==> config.mk <==
export PLATFORM = sky130hd
export DESIGN_NAME = chan_ctrl_reg
export DESIGN_NICKNAME = d
export VERILOG_FILES = /design/src/rtl/chan_ctrl_pkg.sv /design/src/rtl/ctrl_bus_lane.sv /design/src/rtl/ctrl_sw_bits.sv /design/src/rtl/ctrl_req_bit.sv /design/src/rtl/ctrl_seq_flags.sv /design/src/rtl/chan_ctrl_reg.sv
export SDC_FILE = /design/constraint.sdc
export NUM_CORES = 1
export LEC_CHECK = 0
export ABC_AREA = 1
export BUFFER_PORTS_ARGS = -buffer_cell sky130_fd_sc_hd__buf_2
export CAP_MARGIN = 20
export CORE_ASPECT_RATIO = 0.8
export CORE_MARGIN = 2
export CORE_UTILIZATION = 40
export DETAILED_ROUTE_END_ITERATION = 10
export GPL_ROUTABILITY_DRIVEN = 0
export HOLD_SLACK_MARGIN = 0.05
export PLACE_DENSITY = 0.87
export SETUP_SLACK_MARGIN = 0.3
export SKIP_LAST_GASP = 1
export SLEW_MARGIN = 20
export SYNTH_ARGS = -nofsm -noshare
export SYNTH_HDL_FRONTEND = slang
export SYNTH_HIERARCHICAL = 1
export SYNTH_SLANG_ARGS = --single-unit
==> constraint.sdc <==
create_clock -name clk -period 0.8 [get_ports clk]
set_input_delay 0.08 -clock clk [delete_from_list [all_inputs] [get_ports clk]]
set_output_delay 0.08 -clock clk [all_outputs]
set_load 0.05 [all_outputs]
==> src/rtl/chan_ctrl_pkg.sv <==
// Package: bit positions and shared types of the channel control word.
// Assumes the 16-bit control half is laid out as below; the sequencer decodes it.
package chan_ctrl_pkg;
    localparam int unsigned CTL_W     = 16;
    localparam int unsigned STAT_W    = 8;
    localparam int unsigned B_BRANCH  = 8;
    localparam int unsigned B_RSVD    = 9;
    localparam int unsigned B_ACTIVE  = 10;
    localparam int unsigned B_DEAD    = 11;
    localparam int unsigned B_WAKE    = 12;
    localparam int unsigned B_FLUSH   = 13;
    localparam int unsigned B_PAUSE   = 14;
    localparam int unsigned B_RUN     = 15;

    localparam int unsigned SEQ_N      = 3;
    localparam int unsigned SEQ_BRANCH = 0;
    localparam int unsigned SEQ_ACTIVE = 1;
    localparam int unsigned SEQ_DEAD   = 2;

    typedef struct packed {
        logic              run;
        logic              pause;
        logic              flush;
        logic              wake;
        logic              dead;
        logic              active;
        logic              rsvd;
        logic              branch;
        logic [STAT_W-1:0] status;
    } ctl_word_t;
endpackage

==> src/rtl/ctrl_bus_lane.sv <==
// Module: byte-lane adapter between the bus and the register's little-endian view.
// Assumes BUS_W is a whole number of bytes; BYTE_SWAP=1 reverses byte order.
module ctrl_bus_lane #(
    parameter int unsigned BUS_W     = 32,
    parameter bit          BYTE_SWAP = 1'b0
) (
    input  logic [BUS_W-1:0] lane_in,
    output logic [BUS_W-1:0] lane_out
);
    localparam int unsigned NBYTES = BUS_W / 8;

    generate
        if (BYTE_SWAP) begin : g_swap
            for (genvar b = 0; b < NBYTES; b++) begin : g_byte
                // Route byte b to the mirrored lane.
                assign lane_out[b*8 +: 8] = lane_in[(NBYTES-1-b)*8 +: 8];
            end
        end else begin : g_direct
            // Lanes already match the register order.
            assign lane_out = lane_in;
        end
    endgenerate
endmodule

==> src/rtl/ctrl_sw_bits.sv <==
// Module: software-owned bits (status field, pause, run) under a per-bit write mask.
// Assumes the caller has split the write word into values and enables.
module ctrl_sw_bits
    import chan_ctrl_pkg::*;
#(
    parameter int unsigned HALF_W = 16
) (
    input  logic              clk,
    input  logic              rst_n,
    input  logic              wr_en,
    input  logic [HALF_W-1:0] wr_val,
    input  logic [HALF_W-1:0] wr_msk,
    output logic [STAT_W-1:0] status,
    output logic              run,
    output logic              pause
);
    // Status field: each bit follows its value only where enabled.
    always_ff @(posedge clk) begin
        if (!rst_n) begin
            status <= '0;
        end else if (wr_en) begin
            status <= (status & ~wr_msk[STAT_W-1:0]) | (wr_val[STAT_W-1:0] & wr_msk[STAT_W-1:0]);
        end
    end

    // Run and pause flags: masked update of two single bits.
    always_ff @(posedge clk) begin
        if (!rst_n) begin
            run   <= 1'b0;
            pause <= 1'b0;
        end else if (wr_en) begin
            if (wr_msk[B_RUN])   run   <= wr_val[B_RUN];
            if (wr_msk[B_PAUSE]) pause <= wr_val[B_PAUSE];
        end
    end
endmodule

==> src/rtl/ctrl_req_bit.sv <==
// Module: one self-clearing request flag with a one-cycle pulse to the sequencer.
// Assumes ack is held for at least one cycle; a new set beats a same-cycle ack.
module ctrl_req_bit (
    input  logic clk,
    input  logic rst_n,
    input  logic sw_set,
    input  logic sw_clr,
    input  logic ack,
    output logic pending,
    output logic pulse
);
    // Pending flag: set by software, dropped by withdrawal or acknowledge.
    always_ff @(posedge clk) begin
        if (!rst_n) begin
            pending <= 1'b0;
        end else if (sw_set) begin
            pending <= 1'b1;
        end else if (sw_clr || ack) begin
            pending <= 1'b0;
        end
    end

    // Pulse: one cycle after each software set.
    always_ff @(posedge clk) begin
        if (!rst_n) pulse <= 1'b0;
        else        pulse <= sw_set;
    end
endmodule

==> src/rtl/ctrl_seq_flags.sv <==
// Module: sequencer-owned flags (branch, active, dead).
// Assumes the sequencer strobes have priority; software only drops active via run clear.
module ctrl_seq_flags
    import chan_ctrl_pkg::*;
(
    input  logic             clk,
    input  logic             rst_n,
    input  logic [SEQ_N-1:0] upd_we,
    input  logic [SEQ_N-1:0] upd_val,
    input  logic             run_clr,
    output logic [SEQ_N-1:0] flags
);
    // One register per flag; only the active flag has a software path.
    generate
        for (genvar i = 0; i < SEQ_N; i++) begin : g_flag
            if (i == SEQ_ACTIVE) begin : g_act
                // Active: the strobe wins, otherwise a run clear drops it.
                always_ff @(posedge clk) begin
                    if (!rst_n)         flags[i] <= 1'b0;
                    else if (upd_we[i]) flags[i] <= upd_val[i];
                    else if (run_clr)   flags[i] <= 1'b0;
                end
            end else begin : g_plain
                // Branch and dead: loaded only by the sequencer.
                always_ff @(posedge clk) begin
                    if (!rst_n)         flags[i] <= 1'b0;
                    else if (upd_we[i]) flags[i] <= upd_val[i];
                end
            end
        end
    endgenerate
endmodule

==> src/rtl/chan_ctrl_reg.sv <==
// Module: channel control/status register with masked writes and sequencer sideband.
// Assumes a single write port; reads are combinational from the stored bits.
module chan_ctrl_reg
    import chan_ctrl_pkg::*;
#(
    parameter int unsigned BUS_W     = 32,
    parameter bit          BYTE_SWAP = 1'b0
) (
    input  logic              clk,
    input  logic              rst_n,
    input  logic              wr_en,
    input  logic [BUS_W-1:0]  wr_data,
    output logic [BUS_W-1:0]  rd_data,
    input  logic [SEQ_N-1:0]  seq_upd_we,
    input  logic [SEQ_N-1:0]  seq_upd_val,
    input  logic              flush_ack,
    input  logic              wake_ack,
    output logic              ctl_run,
    output logic              ctl_pause,
    output logic              ctl_flush_pulse,
    output logic              ctl_wake_pulse,
    output logic              ctl_active,
    output logic              ctl_dead,
    output logic              ctl_branch,
    output logic [STAT_W-1:0] ctl_dev_status
);
    localparam int unsigned HALF_W = BUS_W / 2;

    logic [BUS_W-1:0]  wr_word;
    logic [BUS_W-1:0]  rd_word;
    logic [HALF_W-1:0] wr_val;
    logic [HALF_W-1:0] wr_msk;
    logic [SEQ_N-1:0]  seq_flags;
    logic              run_clr;
    logic              flush_pend;
    logic              wake_pend;
    ctl_word_t         cur;

    ctrl_bus_lane #(.BUS_W(BUS_W), .BYTE_SWAP(BYTE_SWAP)) u_wr_lane (
        .lane_in  (wr_data),
        .lane_out (wr_word)
    );

    // Split the write word into values and the enable mask.
    always_comb begin
        wr_val  = wr_word[HALF_W-1:0];
        wr_msk  = wr_word[BUS_W-1:HALF_W];
        run_clr = wr_en && wr_msk[B_RUN] && !wr_val[B_RUN];
    end

    ctrl_sw_bits #(.HALF_W(HALF_W)) u_sw (
        .clk    (clk),
        .rst_n  (rst_n),
        .wr_en  (wr_en),
        .wr_val (wr_val),
        .wr_msk (wr_msk),
        .status (ctl_dev_status),
        .run    (ctl_run),
        .pause  (ctl_pause)
    );

    ctrl_req_bit u_flush (
        .clk     (clk),
        .rst_n   (rst_n),
        .sw_set  (wr_en && wr_msk[B_FLUSH] && wr_val[B_FLUSH]),
        .sw_clr  (wr_en && wr_msk[B_FLUSH] && !wr_val[B_FLUSH]),
        .ack     (flush_ack),
        .pending (flush_pend),
        .pulse   (ctl_flush_pulse)
    );

    ctrl_req_bit u_wake (
        .clk     (clk),
        .rst_n   (rst_n),
        .sw_set  (wr_en && wr_msk[B_WAKE] && wr_val[B_WAKE]),
        .sw_clr  (wr_en && wr_msk[B_WAKE] && !wr_val[B_WAKE]),
        .ack     (wake_ack),
        .pending (wake_pend),
        .pulse   (ctl_wake_pulse)
    );

    ctrl_seq_flags u_seq (
        .clk     (clk),
        .rst_n   (rst_n),
        .upd_we  (seq_upd_we),
        .upd_val (seq_upd_val),
        .run_clr (run_clr),
        .flags   (seq_flags)
    );

    // Assemble the readable control word; reserved bit and upper half are zero.
    always_comb begin
        ctl_branch = seq_flags[SEQ_BRANCH];
        ctl_active = seq_flags[SEQ_ACTIVE];
        ctl_dead   = seq_flags[SEQ_DEAD];
        cur.run    = ctl_run;
        cur.pause  = ctl_pause;
        cur.flush  = flush_pend;
        cur.wake   = wake_pend;
        cur.dead   = ctl_dead;
        cur.active = ctl_active;
        cur.rsvd   = 1'b0;
        cur.branch = ctl_branch;
        cur.status = ctl_dev_status;
        rd_word    = '0;
        rd_word[CTL_W-1:0] = cur;
    end

    ctrl_bus_lane #(.BUS_W(BUS_W), .BYTE_SWAP(BYTE_SWAP)) u_rd_lane (
        .lane_in  (rd_word),
        .lane_out (rd_data)
    );
endmodule

# Yosys cells after proc, flatten, opt, wreduce, memory -nomap -nowiden
# Cells that the tools add are included.
[totals]
ff_bits = 17
inputBits = 43
output_inout_bits = 47
[classes]
mux = 6
bitwise = 4
reduce_logical = 18
[ops]
columns = ["cell", "n"]
rows = [
  ["8-bit bitwise AND", 2],
  ["1-bit logical AND", 8],
  ["8-bit inverter", 1],
  ["8-bit bitwise OR", 1],
  ["1-bit 2-to-1 mux", 6],
  ["2-bit nonzero test", 3],
  ["2-bit AND reduction", 2],
  ["1-bit zero test", 3],
  ["1-bit logical OR", 2],
]

# Logic depth before layout (Yosys ltp)
[depth]
ltp_word = 5
depth_mapped = 6
ltp_nobuf = 5

# By module
# The synthesis kept the hierarchy.
[by_module_without_submodules]
columns = ["module", "n_inst", "cells_each", "area_per_inst_um2", "seq_area_each_um2"]
rows = [
  ["ctrl_bus_lane", 2, 32, 240.2, 0.0],
  ["ctrl_sw_bits", 1, 72, 450.4, 200.2],
  ["ctrl_req_bit", 2, 10, 72.6, 40.0],
  ["ctrl_seq_flags", 1, 17, 116.4, 60.1],
  ["chan_ctrl_reg", 1, 11, 41.3, 0.0],
]

# Worst setup path before layout
# OpenSTA, ideal clock, no wires.
[synth_path]
path_kind = "register to output"
start = "register u_seq.flags[1]"
end = "output port rd_data[10]"
arrival_time_ns = 0.913
required_time_ns = 0.720
path_slack_ns = -0.193
stages_incl_launch_ff = 2
n_path_buf = 1
cell_sequence = "dfxtp_1 buf_4"
[synth_rtl]
columns = ["item", "line_no", "source"]
rows = [
  ["start, declared", "ctrl_seq_flags.sv:11", "output logic [SEQ_N-1:0] flags"],
  ["start signal, assigned by index", "ctrl_seq_flags.sv:20", "else if (upd_we[i]) flags[i] <= upd_val[i];"],
  ["end, declared", "chan_ctrl_reg.sv:13", "output logic [BUS_W-1:0] rd_data,"],
]
# No word-level cell between the ends.

# Worst setup path in the final report
[layout_path]
start = "register u_seq.flags[1]"
end = "output port ctl_active"
[layout_rtl]
columns = ["item", "line_no", "source"]
rows = [
  ["end, declared", "chan_ctrl_reg.sv:22", "output logic ctl_active,"],
]
# No word-level cell between the ends.

==> impl_metrics.py <==
metrics = {
    "worst_setup_path": {
        "path_cells": "buf_6",
        "crit_buf_inv": 1,
        "setup.worst_path.start_class": "flop",
        "crit_required_ns": 0.72,
        "worstPathMaxFanout": 3,
        "slowest_delay_ns": 0.37,
        "path_class": "reg -> out",
        "cpLargestDelayFamily": "flip-flops",
        "end_kind": "primary output",
        "cp_slowest_cell": "dfxtp_4",
        "worstPathArrival_ns": 0.78,
    },
    "clock_network": {
        "root_buffer": "clkbuf_8",
        "cts_max_level": 1,
        "cts_buffers": 3,
        "cts_buffer_depth": 2,
        "insertion_delay_ns": 0.25,
        "path_clk_slew_ns": 0.07,
        "cts_tree": "yes",
        "clock-sinks": 17,
    },
    "finish": {
        "area_growth_syn_to_layout_pct": 47.1,
        "drive_gt1_frac": 0.539,
        "seqCellArea_um2": 399,
        "fillers": 253,
        "nets": 261,
        "final_cell_mix": "nand2_1 (40), buf_2 (34), nor2_1 (32)",
        "multi_input_area_um2": 379,
        "finalInstanceArea_um2": 1730,
        "n_antenna_cell": 0,
        "layout_commonest_cell": "nand2_1",
    },
    "synthesis": {
        "netlist_area_um2": 1170,
        "ys_warn_count": 6,
        "syn_inst": 176,
        "syn_avg_cell_area_um2": 6.67,
    },
    "drt": {
        "drt_first_pass_iters": 3,
        "wl_um": 2660,
        "vias_per_cell": 3.97,
        "vias": 1013,
        "drtIter0Drc": 18,
        "final_antenna_net_count": 0,
        "wl_per_cell_um": 10.4,
        "drc": 0,
    },
    "global_route": {
        "antenna_found_initial": 0,
        "grt_first_pass_wirelength_um": 4190,
        "grt_max_degree": 18,
        "first_global_vias": 977,
        "gr-usage-all-layers": 0.161,
        "grt_overflow": 0,
    },
    "placement": {
        "port_buffers": 64,
        "dp_slack_ns": 0.0707,
        "postPlaceCellArea_um2": 1230,
        "dp_hpwl_um": 1670,
    },
    "timing": {
        "timing.final.hold_violations": 0,
        "finalCriticalPeriod_ns": 0.859,
        "setup_viol": 31,
        "grt_setup_unrepaired": "yes",
        "worst_slack_ns": -0.0595,
        "fmax_mhz": 1160,
        "fin_crit_sh": 1.07,
        "skew_ns": 0,
        "slew_violations": 0,
    },
    "die": {
        "dieHeight_um": 52.5,
        "coreArea_um2": 2790,
        "initial_core_util": 0.421,
        "die_w_um": 64.6,
        "rows": 17,
        "pin_count": 90,
        "dieArea_um2": 3390,
    },
    "power_and_ir_drop": {
        "p_per_area_nw_per_um2": 1580,
        "irDropWorstVdd_v": 0.00113,
        "power_leakage_nw": 0.951,
    },
    "outcome": {
        "status": "finished with violations",
        "violations": "setup timing",
    },
    "worst_hold_path": {
        "worstHoldPathType": "in -> reg",
    },
    "run": {
        "maxCapViolations": 0,
    },
}
## through the flow
stage          hold slack, ns  setup TNS, ns   util  instances  power (W)
2_1_floorplan           0.190              0      -        192    0.00188
3_3_place_gp            0.302              0  0.443        238    0.00178
3_5_place_dp            0.308              0  0.443        238    0.00179
4_1_cts                0.0463          -1.67  0.610        253    0.00273
5_1_grt                0.0443          -2.28  0.620        255    0.00287
6_report               0.0520          -1.46  0.620        255    0.00273
## what timing repair did
action / in CTS / in global routing
resized for setup: 100 / 4
setup buffers: 11 / 2
endpoints found under the setup margin: 45 / 45
hold endpoints to repair: 5 / 1
## path summary, 6_finish.rpt
check	startpoint	endpoint	slack [ns]	cells after the start
max	u_seq/flags[1]$_SDFFE_PN0P_	ctl_active	-0.06	1
min	seq_upd_val[0]	u_seq/flags[0]$_SDFFE_PN0P_	0.05	3
max reg2reg	u_sw/run$_SDFFE_PN0P_	u_sw/run$_SDFFE_PN0P_	-0.03	6
min reg2reg	u_seq/flags[1]$_SDFFE_PN0P_	u_seq/flags[1]$_SDFFE_PN0P_	0.52	2
## metal layers
metal	share of wire	vias to the layer above	global-route usage
met5	0	-	0
met4	0	0	0.0248
met3	0.088	0	0.0559
met2	0.56	49	0.337
met1	0.36	446	0.155
li1	-	518	-
## worst register-to-register path: cells and delay by family, from the launching register on
family / cells / cell delay (ns)
AND/OR/NAND/NOR: 3 / 0.13
buffers and inverters: 3 / 0.25
flip-flops: 1 / 0.37
## final cells by class
| cell class | count | area share |
|---|---|---|
| clock buffers | 4 | 0.0261 |
| multi-input cells | 95 | 0.220 |
| well taps | 38 | 0.0275 |
| repair buffers | 79 | 0.446 |
| flip-flops and latches | 17 | 0.231 |
| inverters | 22 | 0.0493 |
## where the power goes
group | internal (W) | total (W) | switching, W | leakage (nW)
Combinational | 0.000431 | 0.00113 | 0.000698 | 0.777
Sequential | 0.000884 | 0.000965 | 0.0000807 | 0.151
Clock | 0.000353 | 0.000635 | 0.000282 | 0.0228
Total | 0.00167 | 0.00273 | 0.00106 | 0.951
Power figures use the tool's default switching activity.
